`src/rtl/uwb_ppm_pkg.sv`:
```
package uwb_ppm_pkg;

  // Controller operating state
  typedef enum logic [1:0] {
    ST_STBY = 2'd0,
    ST_IDLE = 2'd1,
    ST_RUN  = 2'd2
  } tx_state_e;

endpackage

```
`src/rtl/uwb_cfg_latch.sv`:
```
// Clamps the configuration inputs and captures them with the bit value
// when a bit is accepted.
module uwb_cfg_latch #(
  parameter int SLOT_TICKS = 15,
  parameter int NP_W       = 4,
  parameter int PER_W      = 16,
  parameter int REP_W      = 10
) (
  input  logic             clk,
  input  logic             rst_n,
  input  logic             load,
  input  logic             bit_in,
  input  logic             last_in,
  input  logic [NP_W-1:0]  np_in,
  input  logic [PER_W-1:0] per_in,
  input  logic [REP_W-1:0] reps_in,
  output logic             bit_q,
  output logic             last_q,
  output logic [NP_W-1:0]  np_q,
  output logic [PER_W-1:0] per_q,
  output logic [REP_W-1:0] reps_q
);

  localparam int MIN_PER = 2 * SLOT_TICKS;

  logic [NP_W-1:0]  np_clamp;
  logic [PER_W-1:0] per_clamp;
  logic [REP_W-1:0] reps_clamp;

  always_comb begin
    if (np_in == '0) begin
      np_clamp = NP_W'(1);
    end else if (np_in > NP_W'(SLOT_TICKS)) begin
      np_clamp = NP_W'(SLOT_TICKS);
    end else begin
      np_clamp = np_in;
    end

    if (per_in < PER_W'(MIN_PER)) begin
      per_clamp = PER_W'(MIN_PER);
    end else begin
      per_clamp = per_in;
    end

    if (reps_in == '0) begin
      reps_clamp = REP_W'(1);
    end else begin
      reps_clamp = reps_in;
    end
  end

  always_ff @(posedge clk or negedge rst_n) begin
    if (!rst_n) begin
      bit_q  <= 1'b0;
      last_q <= 1'b0;
      np_q   <= NP_W'(1);
      per_q  <= PER_W'(MIN_PER);
      reps_q <= REP_W'(1);
    end else if (load) begin
      bit_q  <= bit_in;
      last_q <= last_in;
      np_q   <= np_clamp;
      per_q  <= per_clamp;
      reps_q <= reps_clamp;
    end
  end

endmodule

```
`src/rtl/uwb_sym_timer.sv`:
```
// Tick counter inside a symbol frame and repetition counter across frames.
module uwb_sym_timer #(
  parameter int PER_W = 16,
  parameter int REP_W = 10
) (
  input  logic             clk,
  input  logic             rst_n,
  input  logic             start,
  input  logic             run,
  input  logic [PER_W-1:0] per_q,
  input  logic [REP_W-1:0] reps_q,
  output logic [PER_W-1:0] tick,
  output logic             bit_done
);

  logic [PER_W-1:0] tick_q, tick_d;
  logic [REP_W-1:0] rep_q, rep_d;
  logic             sym_last;
  logic             cnt_en;

  assign sym_last = (tick_q == per_q - PER_W'(1));
  assign bit_done = run && sym_last && (rep_q == reps_q - REP_W'(1));
  assign cnt_en   = start || run;

  always_comb begin
    tick_d = tick_q;
    rep_d  = rep_q;
    if (start) begin
      tick_d = '0;
      rep_d  = '0;
    end else if (run) begin
      if (sym_last) begin
        tick_d = '0;
        rep_d  = rep_q + REP_W'(1);
      end else begin
        tick_d = tick_q + PER_W'(1);
      end
    end
  end

  always_ff @(posedge clk or negedge rst_n) begin
    if (!rst_n) begin
      tick_q <= '0;
      rep_q  <= '0;
    end else if (cnt_en) begin
      tick_q <= tick_d;
      rep_q  <= rep_d;
    end
  end

  assign tick = tick_q;

endmodule

```
`src/rtl/uwb_pulse_map.sv`:
```
// Decodes the symbol tick into burst triggers and pulse positions.
module uwb_pulse_map #(
  parameter int SLOT_TICKS = 15,
  parameter int NP_W       = 4,
  parameter int PER_W      = 16
) (
  input  logic             active,
  input  logic             bit_q,
  input  logic [NP_W-1:0]  np_q,
  input  logic [PER_W-1:0] tick,
  output logic             strobe,
  output logic [NP_W-1:0]  idx
);

  logic [PER_W-1:0] slot_base;
  logic [PER_W-1:0] rel;
  logic             in_slot;

  assign slot_base = bit_q ? PER_W'(SLOT_TICKS) : '0;
  assign rel       = tick - slot_base;
  assign in_slot   = (tick >= slot_base) && (rel < PER_W'(np_q));
  assign strobe    = active && in_slot;
  assign idx       = strobe ? rel[NP_W-1:0] : '0;

endmodule

```
`src/rtl/uwb_burst_ppm_ctrl.sv`:
```
// Burst PPM transmit timing controller: top level with handshake and state.
module uwb_burst_ppm_ctrl
  import uwb_ppm_pkg::*;
#(
  parameter int SLOT_TICKS = 15,
  parameter int NP_W       = 4,
  parameter int PER_W      = 16,
  parameter int REP_W      = 10
) (
  input  logic             clk,
  input  logic             rst_n,
  input  logic             bit_valid,
  input  logic             bit_data,
  input  logic             bit_last,
  output logic             bit_ready,
  input  logic [NP_W-1:0]  cfg_np,
  input  logic [PER_W-1:0] cfg_period,
  input  logic [REP_W-1:0] cfg_reps,
  output logic             pulse_strobe,
  output logic [NP_W-1:0]  pulse_idx,
  output logic             standby
);

  // Reset is asserted at once and released on a clock edge
  logic [1:0] rst_sync_q;
  logic       rst_n_int;

  always_ff @(posedge clk or negedge rst_n) begin
    if (!rst_n) begin
      rst_sync_q <= 2'b00;
    end else begin
      rst_sync_q <= {rst_sync_q[0], 1'b1};
    end
  end

  assign rst_n_int = rst_sync_q[1];

  tx_state_e        state_q, state_d;
  logic             accept;
  logic             running;
  logic             bit_done;
  logic             bit_q, last_q;
  logic [NP_W-1:0]  np_q;
  logic [PER_W-1:0] per_q;
  logic [REP_W-1:0] reps_q;
  logic [PER_W-1:0] tick;

  assign running   = (state_q == ST_RUN);
  assign bit_ready = !running || bit_done;
  assign accept    = bit_valid && bit_ready;

  uwb_cfg_latch #(
    .SLOT_TICKS (SLOT_TICKS),
    .NP_W       (NP_W),
    .PER_W      (PER_W),
    .REP_W      (REP_W)
  ) i_cfg (
    .clk     (clk),
    .rst_n   (rst_n_int),
    .load    (accept),
    .bit_in  (bit_data),
    .last_in (bit_last),
    .np_in   (cfg_np),
    .per_in  (cfg_period),
    .reps_in (cfg_reps),
    .bit_q   (bit_q),
    .last_q  (last_q),
    .np_q    (np_q),
    .per_q   (per_q),
    .reps_q  (reps_q)
  );

  uwb_sym_timer #(
    .PER_W (PER_W),
    .REP_W (REP_W)
  ) i_timer (
    .clk      (clk),
    .rst_n    (rst_n_int),
    .start    (accept),
    .run      (running),
    .per_q    (per_q),
    .reps_q   (reps_q),
    .tick     (tick),
    .bit_done (bit_done)
  );

  uwb_pulse_map #(
    .SLOT_TICKS (SLOT_TICKS),
    .NP_W       (NP_W),
    .PER_W      (PER_W)
  ) i_map (
    .active (running),
    .bit_q  (bit_q),
    .np_q   (np_q),
    .tick   (tick),
    .strobe (pulse_strobe),
    .idx    (pulse_idx)
  );

  // Next-state logic
  always_comb begin
    state_d = state_q;
    unique case (state_q)
      ST_STBY, ST_IDLE: begin
        if (accept) state_d = ST_RUN;
      end
      ST_RUN: begin
        if (bit_done && !accept) begin
          state_d = last_q ? ST_STBY : ST_IDLE;
        end
      end
      default: state_d = ST_STBY;
    endcase
  end

  always_ff @(posedge clk or negedge rst_n_int) begin
    if (!rst_n_int) begin
      state_q <= ST_STBY;
    end else begin
      state_q <= state_d;
    end
  end

  assign standby = (state_q == ST_STBY);

endmodule

```
`config.mk`:
```
export PLATFORM = sky130hd
export DESIGN_NAME = uwb_burst_ppm_ctrl
export DESIGN_NICKNAME = d
export VERILOG_FILES = /design/src/rtl/uwb_ppm_pkg.sv /design/src/rtl/uwb_cfg_latch.sv /design/src/rtl/uwb_sym_timer.sv /design/src/rtl/uwb_pulse_map.sv /design/src/rtl/uwb_burst_ppm_ctrl.sv
export SDC_FILE = /design/constraint.sdc
export NUM_CORES = 1
export LEC_CHECK = 0
export BUFFER_PORTS_ARGS = -buffer_cell sky130_fd_sc_hd__buf_2
export CORE_ASPECT_RATIO = 2
export CORE_MARGIN = 2
export CORE_UTILIZATION = 40
export CTS_BUF_LIST = sky130_fd_sc_hd__clkbuf_4 sky130_fd_sc_hd__clkbuf_8
export DETAILED_ROUTE_END_ITERATION = 8
export PLACE_DENSITY_LB_ADDON = 0.15
export SLEW_MARGIN = 25
export SYNTH_ARGS = -nofsm -noshare
export SYNTH_HDL_FRONTEND = slang
export SYNTH_SLANG_ARGS = --single-unit
```
`constraint.sdc`:
```
create_clock -name clk -period 4.7 [get_ports clk]
set_clock_uncertainty 0.2 [all_clocks]
set_input_delay 0.235 -clock clk [delete_from_list [all_inputs] [get_ports clk]]
set_output_delay 0.235 -clock clk [all_outputs]
set_load 0.02 [all_outputs]
```
==> reports/summary.txt, run 1 <==
======================================================================================
Depth of the worst register-to-register path                                        11
Primary FF master, synth                                                       dfrtp_1
Number of H-tree levels                                                              3
Multi-input logic area                                                    0.00228 sq mm
Leakage power of the design                                                    2.16 nW
Floorplan core area                                                       0.00976 sq mm
Number of unique standard cell types used by synthesis                              66
Worst Setup Start Kind                                                            flop
Worst Path Arrival                                                             3.96 ns
Share of flip-flops with an asynchronous set or reset after synthesis             100%
Net Count, Synth                                                                   468
Nets                                                                               537
Number of hold violations in the final report                                        0
Post-Layout Cell Count                                                             627
Smallest hold slack                                                          0.0257 ns
Average wire length per cell after detail routing                         16.6 microns
R2R Setup Slk                                                                  0.77 ns
Clk root buf                                                                  clkbuf_8
Most common cell in the netlist                                                dfrtp_1
Leading post-synthesis cells by cell area                                 dfrtp_1 (35%), mux2_1 (6.7%), dfstp_2 (3.9%), xor2_1 (3.9%), xnor2_1 (3.7%)
Total number of vias                                                             3,402
Pre-CTS WS                                                                    0.765 ns
End of the worst register-to-register path                                 i_cfg.bit_q
Placement Rows                                                                      51
Worst Setup End Kind                                                              flop
Post-synthesis average cell area                                            9.53 sq um
Vias in the first global route                                                   3,343
Status                                                                    finished, final reports clean
Fraction of layout cells with a size suffix above 1                              16.6%
Minimum period implied by the final worst setup slack                          3.93 ns
TritonCTS clock tree                                                              done
Boundary pin count                                                                  42
Area added between synthesis and finish                                          21.7%
Initial cell density of the core                                                 41.1%
Combined flip-flop and latch cell area                                    0.00156 sq mm
Worst min-delay path endpoint                                               state_q[0]
Worst path setup slack after routing                                          0.773 ns
Antenna violations before repair                                                     0
Largest net degree at the start of global routing                                   61
Clock Sinks                                                                         62
Combined area of all synthesized cells                                    0.00401 sq mm
Clock transition at the registers of the reported paths                        0.07 ns
Post-synthesis register bit count                                                   62
Resized cells post-CTS                                                               0
Port buffer count                                                                   41
Slew HR                                                                          45.9%
Power per unit of standard cell area                                       604 mW/mm^2
Final core area utilization                                                      50.0%
Worst hold path class                                                        in -> reg
Tcrit/Tclk final                                                                 83.5%
Wire length of the first global-routing pass                              17,000 microns
Grt ovf                                                                              0
Detailed Route Iter0 Violations                                                    155
Clock latency of the later-clocked register in the worst-skew pair             0.35 ns
Total wire length after detailed routing                                  10,400 microns
Avg Vias per Cell                                                                 5.43
Worst Path Max Fanout                                                               38
Worst r2r src                                                             i_cfg.per_q[0]
Part of the Yosys area used for sequential elements                              38.8%
Number of enable-type register cells in the synthesized netlist                      0
Clock tree buffer depth                                                              2
Critical Path Slowest Stage Cell                                                 or4_4
Count of final max-slew check failures                                               0
Hold wc startpoint                                                           bit_valid
Gate Count Post-Synth                                                              421
Weighted congestion reported at the end of routability-driven placement          0.832
Total Negative Setup Slacks                                                       0 ns
DR pass1 iterations                                                                  5
Post-synth top area share                                                        34.9%
Final ANT Viol Nets                                                                  0
Final non-filler cell area                                                0.00488 sq mm
DRC violations left                                                                  0
Instance count along the most critical hold path                                     2
Least-Margin Pin Slew                                                         0.811 ns
Count of final setup violators                                                       0
Maxcap violations                                                                    0
Total placed instance area                                                0.00433 sq mm
Number of antenna diodes                                                             0
Worst setup path class                                                      reg -> reg
Post-synthesis cell type with the largest combined area                        dfrtp_1
Die area                                                                  0.0109 sq mm
Most instantiated cells after synthesis                                   dfrtp_1 (56), a21oi_1 (27), nor2_1 (25), mux2_1 (24), nand2_1 (22)
Setup repair after global routing missed its margin                              false
Upper clock frequency limit                                                  0.255 GHz
Number of fill cells in the layout                                                 898
Worst endpoint required time                                                   4.73 ns
Die span in x                                                             74.8 microns
Worst IR drop on VDD                                                            329 uV
Sum of internal, switching and leakage power                                   2.95 mW
Half-perimeter wire length of the detailed placement result               7760 microns
Synth Warn #                                                                         0
Number of CTS-inserted buffers                                                       9
Maximum single-stage delay on the critical path                                0.53 ns
GR Util All Layers                                                               20.7%
Cell Count Post-Placement                                                          577
Critical-path cell list                                                   inv_1, ha_1, nor3b_2, a21oi_1, or3_1, or4_4, nor4_4, a31oi_2, nor2b_4, buf_12, mux2_1
Die height                                                                 146 microns
======================================================================================
-- power by group --
| group | internal [mW] | total [mW] | switching (mW) |
|---|---|---|---|
| sequential | 0.769 | 1.15 | 0.378 |
| clock | 0.293 | 0.507 | 0.214 |
| combinational | 0.633 | 1.30 | 0.665 |
-- flip-flops by register name (all words and copies together) (netlist names) --
| name | count |
|---|---|
| i_timer.tick | 16 |
| i_timer.rep_q | 10 |
| i_cfg.per_q | 16 |
| i_cfg.bit_q | 1 |
| rst_sync_q | 2 |
| i_cfg.np_q | 4 |
| i_cfg.last_q | 1 |
| i_cfg.reps_q | 10 |
| state_q | 2 |
-- cell type report --
| type | instances | share of cell area (%) |
|---|---|---|
| Inverter | 20 | 1.54 |
| Sequential cell | 62 | 31.9 |
| Multi-Input combinational cell | 318 | 46.7 |
| Timing Repair Buffer | 79 | 12.0 |
| Clock buffer | 13 | 3.54 |
| Tap cell | 132 | 3.38 |
| Clock inverter | 3 | 0.871 |
-- per-layer routing --
| metal | GRT usage (%) | wire [microns] |
|---|---|---|
| met1 | 22.4 | 3860 |
| met2 | 37.8 | 6050 |
| met3 | 3.95 | 228 |
| met4 | 7.95 | 270 |
| met5 | 0 | 0 |
-- cell usage in the layout (no fill, tap or decap), types with 3 or more instances in the layout --
cell,Yosys,layout
and2_1,3,3
mux2i_1,7,7
a21o_1,4,4
and3_1,12,12
nand4_1,8,8
or3_1,5,5
or4_1,4,4
dlygate4sd3_1,0,34
buf_4,4,3
ha_1,11,11
a2bb2oi_1,3,3
nand3b_1,5,5
dfstp_2,6,6
xor2_1,18,18
nor2_1,25,25
o31ai_1,4,4
inv_1,20,20
nor4_1,8,8
mux2_1,24,24
a21oi_1,27,27
nand3_1,10,10
xnor2_1,17,17
nor3_1,8,8
o21ai_0,17,17
nor2b_1,8,8
buf_2,3,41
a31oi_1,15,15
clkbuf_8,0,12
mux2_2,3,3
dfrtp_1,56,55
nand2_1,22,22
nand2b_1,11,11
-- worst max-delay path, delay by kind of cell, from the launching register on --
family,cells,cell delay (ns)
compound gates,2,0.35
buf+inv,2,0.35
simple gates,5,1.92
flops,1,0.43
mux,1,0.36
fa+ha+maj,1,0.18
-- logic make-up (layout without fill, tap and decap cells) --
kind of cell / count (synthesis) / after routing / synth area share [%]
and+or+nand+nor: 147 / 147 / 21.6
buffers and inverters: 41 / 115 / 4.49
DFF: 62 / 62 / 38.8
AOI/OAI and AO/OA: 89 / 89 / 14.1
xor gates and xnor gates: 35 / 35 / 7.64
adders and majority gates: 12 / 12 / 3.93
muxes: 34 / 34 / 9.32
other: 1 / 1 / 0.0934
-- repair_timing --
item | in CTS | in global routing
hold buffers | 34 | 0
setup buffers | 0 | 0
hold endpoints to repair | 33 | 0
-- worst max path at each step --
stage,startpoint,end,slack [ns],cells after the start
after floorplan,i_cfg.per_q[1],i_cfg.per_q[7],1.15,11
after global placement,i_cfg.per_q[0],i_cfg.per_q[7],0.86,11
after detailed placement,i_cfg.per_q[0],i_cfg.bit_q,0.76,11
after CTS,i_cfg.per_q[0],bit_ready,0.74,10
after global routing,i_cfg.per_q[0],i_cfg.per_q[12],0.54,11
final,i_cfg.per_q[0],i_cfg.bit_q,0.77,11
(Power assumes the default switching activity.)
==> inputs of run 2 (changes only) <==
==> constraint.sdc (replaced) <==
create_clock -name clk -period 4.1 [get_ports clk]
set_clock_uncertainty 0.2 [all_clocks]
set_input_delay 0.205 -clock clk [delete_from_list [all_inputs] [get_ports clk]]
set_output_delay 0.205 -clock clk [all_outputs]
set_load 0.02 [all_outputs]
==> run 2 against run 1 <==
Setup slack got worse by 0.51 ns; die area did not move; sequential share of layout area fell by 0.082 points; largest cell class unchanged; cell area rose by 0.26%.
==> reports/summary.txt, run 2 (synthesis gave the netlist of run 1 again) <==
======================================================================================
Multi-input logic area                                                    0.00228 sq mm   unchanged
Weighted congestion reported at the end of routability-driven placement          0.835   +0.29%
Least-Margin Pin Slew                                                         0.771 ns   -0.0397 ns
Total number of vias                                                             3,429   +0.79%
Fraction of layout cells with a size suffix above 1                              17.4%   +0.83 points
Critical-path cell list                                                   inv_1, ha_1, nor3b_2, a21oi_1, or3_1, or4_4, nor4_4, a31oi_2, inv_1, buf_2
End of the worst register-to-register path                                i_cfg.np_q[2]
Placement Rows                                                                      51   unchanged
Die span in x                                                             74.8 microns   unchanged
Worst hold path class                                                        in -> reg
Minimum period implied by the final worst setup slack                          3.83 ns
Critical Path Slowest Stage Cell                                                 or4_4
Worst IR drop on VDD                                                            343 uV   +4.2%
Total placed instance area                                                0.00437 sq mm   +0.87%
Sum of internal, switching and leakage power                                   3.33 mW   +13%
Instance count along the most critical hold path                                     2   unchanged
Worst endpoint required time                                                   3.69 ns   -1.04 ns
R2R Setup Slk                                                                  0.29 ns   -0.48 ns
Area added between synthesis and finish                                          22.0%
Worst Path Max Fanout                                                                6   -84%
Leakage power of the design                                                    2.17 nW   +0.74%
Clock Sinks                                                                         62   unchanged
Slew HR                                                                          48.4%   +2.5 points
Worst r2r src                                                             i_cfg.per_q[0]
Upper clock frequency limit                                                  0.261 GHz
DRC violations left                                                                  0   unchanged
Tcrit/Tclk final                                                                 93.5%
Initial cell density of the core                                                 41.1%   unchanged
Avg Vias per Cell                                                                 5.43   about the same
Detailed Route Iter0 Violations                                                    113   -27%
Nets                                                                               542   +0.93%
Clock tree buffer depth                                                              2   unchanged
Smallest hold slack                                                         0.00756 ns   -0.0181 ns
Worst Path Arrival                                                             3.43 ns   -0.53 ns
Total Negative Setup Slacks                                                       0 ns   unchanged
Power per unit of standard cell area                                       680 mW/mm^2   +13%
Clock transition at the registers of the reported paths                        0.07 ns   about the same
Maximum single-stage delay on the critical path                                0.53 ns   about the same
Average wire length per cell after detail routing                         16.6 microns   -0.25%
Status                                                                    finished, final reports clean
Number of fill cells in the layout                                                 930   +3.6%
Worst min-delay path endpoint                                               state_q[0]
Antenna violations before repair                                                     0   unchanged
Final ANT Viol Nets                                                                  0   unchanged
Clock latency of the later-clocked register in the worst-skew pair             0.35 ns   about the same
Number of buffers inserted to repair setup after CTS                                 0   unchanged
Setup repair after global routing missed its margin                              false
Half-perimeter wire length of the detailed placement result               7950 microns   +2.5%
DR pass1 iterations                                                                  4   -1
TritonCTS clock tree                                                              done
Boundary pin count                                                                  42   unchanged
GR Util All Layers                                                               21.2%   +0.44 points
Worst setup path class                                                      reg -> out
Hold buffers post-CTS                                                               34   unchanged
Count of final max-slew check failures                                               0   unchanged
Clk root buf                                                                  clkbuf_8
Leading cell type in the layout, fill and taps excluded                        dfrtp_1
Wire length of the first global-routing pass                              17,600 microns   +3.4%
Worst Setup End Kind                                                      primary output
Combined flip-flop and latch cell area                                    0.00156 sq mm   unchanged
Die area                                                                  0.0109 sq mm   unchanged
Number of hold violations in the final report                                        0   unchanged
Number of CTS-inserted buffers                                                       9   unchanged
Count of final setup violators                                                       0   unchanged
Resized cells post-CTS                                                               0   unchanged
CP dominant cell by count                                                        inv_1
Depth of the worst register-to-register path                                        11   unchanged
Most used cells in the layout excluding fill and tap cells                dfrtp_1 (55), buf_2 (41), dlygate4sd3_1 (34)
Floorplan core area                                                       0.00976 sq mm   unchanged
Largest net degree at the start of global routing                                   36   -41%
Number of H-tree levels                                                              3   unchanged
Port buffer count                                                                   41   unchanged
Vias in the first global route                                                   3,640   +8.9%
Maxcap violations                                                                    0   unchanged
Total wire length after detailed routing                                  10,500 microns   +0.55%
Final non-filler cell area                                                0.00490 sq mm   +0.26%
Hold wc startpoint                                                           bit_valid
Die height                                                                 146 microns   unchanged
Worst Setup Start Kind                                                            flop
Number of antenna diodes                                                             0   unchanged
Grt ovf                                                                              0   unchanged
======================================================================================
## run 2: cell count changes in the layout (fill, tap and decap cells not counted), sizes merged
cell    before  now
buf         45   50
bufinv       1    0
clkinv       1    2
## run 2: report_power, final
group,leakage [nW],total (mW),switching (mW),internal [mW]
registers,0.762,1.29,0.403,0.882
clock network,0.0988,0.518,0.244,0.274
logic,1.31,1.53,0.782,0.746
## run 2: critical path, delay by kind of cell, from the launching register on
family | cells | cell delay [ns]
AO/OA/AOI/OAI | 2 | 0.34
flip-flops | 1 | 0.43
buffers and inverters | 3 | 0.45
adder cells (fa/ha/maj) | 1 | 0.18
AND/OR/NAND/NOR | 4 | 1.67
## run 2: per-stage QoR
stage	instances	setup WS, ns	utilization, %
final	632	0.265	50.1
after global routing	632	0.0296	50.1
after CTS	632	0.242	50.1
after detailed placement	582	0.288	44.7
after global placement	582	0.366	44.7
after floorplan	421	0.554	-
## run 2: per-layer routing
| metal | wire (microns) | GRT usage, % | vias up | part of all wire [%] |
|---|---|---|---|---|
| met2 | 6060 | 38.8 | 67 | 58 |
| met3 | 259 | 4.09 | 23 | 2.5 |
| met1 | 3820 | 22.1 | 1670 | 36 |
| li1 | - | - | 1669 | - |
| met5 | 0 | 0 | - | 0 |
| met4 | 330 | 9.20 | 0 | 3.2 |
## run 2: layout make-up
class                           instances  area share, %
Multi-Input combinational cell        318           46.6
Sequential cell                        62           31.9
Timing Repair Buffer                   84           12.8
Clock buffer                           13           3.53
Tap cell                              132           3.37
Inverter                               20           1.53
Clock inverter                          3          0.358
## run 2: how the worst max path moves through the flow
stage / from / endpoint / slack (ns) / cells past startpoint
4_1_cts: i_cfg.per_q[0] / bit_ready / 0.24 / 10
2_1_floorplan: i_cfg.per_q[1] / i_cfg.per_q[7] / 0.55 / 11
5_1_grt: i_cfg.per_q[0] / bit_ready / 0.03 / 10
3_5_place_dp: i_cfg.per_q[0] / i_cfg.np_q[1] / 0.29 / 11
3_3_place_gp: i_cfg.per_q[0] / i_cfg.np_q[2] / 0.37 / 11
6_report: i_cfg.per_q[0] / bit_ready / 0.27 / 10
==> inputs of run 3 (changes only) <==
--- a/config.mk
+++ b/config.mk
@@ -6,12 +6,13 @@
 export NUM_CORES = 1
 export LEC_CHECK = 0
 export BUFFER_PORTS_ARGS = -buffer_cell sky130_fd_sc_hd__buf_2
+export CAP_MARGIN = 15
 export CORE_ASPECT_RATIO = 2
 export CORE_MARGIN = 2
 export CORE_UTILIZATION = 40
 export CTS_BUF_LIST = sky130_fd_sc_hd__clkbuf_4 sky130_fd_sc_hd__clkbuf_8
 export DETAILED_ROUTE_END_ITERATION = 8
-export PLACE_DENSITY_LB_ADDON = 0.15
+export PLACE_DENSITY = 0.67
 export SLEW_MARGIN = 25
 export SYNTH_ARGS = -nofsm -noshare
 export SYNTH_HDL_FRONTEND = slang
==> run 3 against run 2 <==
Core utilization rose by 0.23 points; critical path type unchanged; combinational power hardly changed; clock power increased by 19%; cell area is 0.46% higher; hold slack improved by 0.15 ns; register-to-register slack better by 0.07 ns; first-iteration DRC count grew 110%; largest cell class unchanged; total power up 3.1%; largest power group unchanged.
==> reports/summary.txt, run 3 (synthesis gave the netlist of run 1 again) <==
========================================================================================
Count of final setup violators                                                         0   unchanged
Port buffer count                                                                     41   unchanged
Smallest hold slack                                                             0.159 ns   +0.151 ns
Relative contribution of the clock network to total power                          17.9%   +2.4 points
TritonCTS clock tree                                                                done
Largest net degree at the start of global routing                                     61   +69%
Total wire length after detailed routing                                    10,200 microns   -2.2%
Switching fraction of total power                                                  43.1%   +0.19 points
Seq pwr share                                                                      38.2%   -0.4 points
Antenna violations before repair                                                       0   unchanged
Slew HR                                                                            49.6%   +1.2 points
Clock Sinks                                                                           62   unchanged
Most used cells in the layout excluding fill and tap cells                  dfrtp_1 (55), buf_2 (41), dlygate4sd3_1 (35)
Placement Rows                                                                        51   unchanged
Avg Vias per Cell                                                                   5.54   +2.0%
Weighted congestion reported at the end of routability-driven placement            0.854   +2.3%
Worst Setup Start Kind                                                              flop
Area added between synthesis and finish                                            22.5%
Die area                                                                    0.0109 sq mm   unchanged
Worst setup path class                                                        reg -> out
Worst endpoint required time                                                     3.69 ns   about the same
Boundary pin count                                                                    42   unchanged
Worst Path Arrival                                                               3.33 ns   -0.10 ns
DR pass1 iterations                                                                    4   unchanged
Critical path buffer and inverter count                                                3   unchanged
GR Util All Layers                                                                 20.1%   -1.1 points
Critical-path cell list                                                     inv_1, ha_1, fa_1, xnor2_1, ha_1, nor2b_1, o21ai_0, nand4_1, a211o_1, inv_1, and2_1, buf_2
Worst Setup End Kind                                                        primary output
Average wire length per cell after detail routing                           16.2 microns   -2.2%
Vias in the first global route                                                     3,537   -2.8%
Setup repair after global routing missed its margin                                false
Final ANT Viol Nets                                                                    0   unchanged
Power per unit of standard cell area                                         699 mW/mm^2   +2.7%
Tcrit/Tclk final                                                                   91.1%   -2.4 points
Maximum single-stage delay on the critical path                                  0.52 ns   about the same
Die height                                                                   146 microns   unchanged
Status                                                                      finished, final reports clean
Power spent charging and discharging nets                                        1.48 mW   +3.6%
Cell-internal power                                                              1.96 mW   +2.8%
Worst Path Max Fanout                                                                  5   -1
Clk root buf                                                                    clkbuf_8
Maxcap violations                                                                      0   unchanged
Clock latency of the later-clocked register in the worst-skew pair               0.37 ns   +0.02 ns
Total number of vias                                                               3,499   +2.0%
Leakage power of the design                                                      2.18 nW   +0.38%
Initial cell density of the core                                                   41.1%   unchanged
Number of H-tree levels                                                                3   unchanged
Critical Path Slowest Stage Cell                                                 dfrtp_1
Number of buffers inserted to repair setup after CTS                                   0   unchanged
Leading cell type in the layout, fill and taps excluded                          dfrtp_1
Floorplan core area                                                         0.00976 sq mm   unchanged
DRC violations left                                                                    0   unchanged
Nets                                                                                 542   unchanged
Count of final max-slew check failures                                                 0   unchanged
Fraction of layout cells with a size suffix above 1                                17.2%   -0.20 points
Minimum period implied by the final worst setup slack                            3.74 ns   -0.0997 ns
Wire length of the first global-routing pass                                16,700 microns   -5.3%
Logic gate share of total power                                                    43.9%   -2.0 points
Upper clock frequency limit                                                    0.268 GHz   +2.7%
Detailed Route Iter0 Violations                                                      235   +110%
Category of cells accounting for the largest share of critical-path delay    adder cells
Worst hold path class                                                         reg -> reg
Worst IR drop on VDD                                                              402 uV   +17%
Number of hold violations in the final report                                          0   unchanged
Die span in x                                                               74.8 microns   unchanged
Clock tree buffer depth                                                                2   unchanged
Resized cells post-CTS                                                                 0   unchanged
Half-perimeter wire length of the detailed placement result                 7320 microns   -8.0%
Grt ovf                                                                                0   unchanged
Least-Margin Pin Slew                                                           0.756 ns   -0.0147 ns
Total Negative Setup Slacks                                                         0 ns   unchanged
Number of CTS-inserted buffers                                                         9   unchanged
Clock transition at the registers of the reported paths                          0.08 ns   about the same
Number of antenna diodes                                                               0   unchanged
========================================================================================
[run 3: power by group through the flow]
stage	clock (mW)	sequential (mW)	combinational (mW)
2_1_floorplan	0	1.09	1.29
3_3_place_gp	0	1.30	1.41
3_5_place_dp	0	1.32	1.48
4_1_cts	0.626	1.30	1.52
5_1_grt	0.652	1.35	1.68
6_report	0.616	1.31	1.51
[run 3: cell type report]
type | count | area [sq um]
clock buffer | 9 | 124
clock inverter | 7 | 98.8
fill | 877 | 4840
inverter | 20 | 75.1
multi-input combinational | 318 | 2280
sequential | 62 | 1560
tap | 132 | 165
timing repair buffer | 84 | 616
[run 3: per-stage QoR]
step	power, mW	std cells	util (%)	setup slack [ns]	area, sq um
6_report	3.44	632	50.4	0.365	4920
5_1_grt	3.69	632	50.4	0.168	4920
4_1_cts	3.45	632	50.4	0.357	4920
3_5_place_dp	2.80	581	44.5	0.384	4350
3_3_place_gp	2.72	581	44.5	0.486	4350
2_1_floorplan	2.39	421	-	0.554	4010
[run 3: worst register-to-register path, cell delays in order (launching register included)]
cell and delay, ns:
dfrtp_1 0.43, inv_1 0.10, ha_1 0.18, nor3b_2 0.32, a21oi_1 0.11, or3_1 0.38
or4_4 0.53, nor4_4 0.31, a31oi_2 0.22, nor2b_4 0.15, buf_4 0.30, mux2_1 0.37
[run 3: metal layers]
metal,global-route usage (%),wire length (microns)
met3,3.74,296
met4,10.0,379
met1,20.7,3640
met5,0,0
met2,36.5,5920
[run 3: what timing repair did]
item | in CTS | in global routing
hold buffers | 35 | 0
hold endpoints to repair | 35 | 0
setup endpoints to repair | 0 | 0
[run 3: path summary, 6_finish.rpt]
check	end	slack, ns	cells past startpoint	startpoint
hold reg to reg	rst_sync_q[1]	0.16	0	rst_sync_q[0]
hold / removal	rst_sync_q[1]	0.16	0	rst_sync_q[0]
min in group asynchronous	i_timer.rep_q[8]	0.21	1	rst_sync_q[1]
max in group asynchronous	state_q[1]	2.97	1	rst_sync_q[1]
setup / recovery	pulse_idx[2]	0.36	12	i_timer.tick[0]
setup reg to reg	i_cfg.per_q[14]	0.36	11	i_cfg.per_q[0]
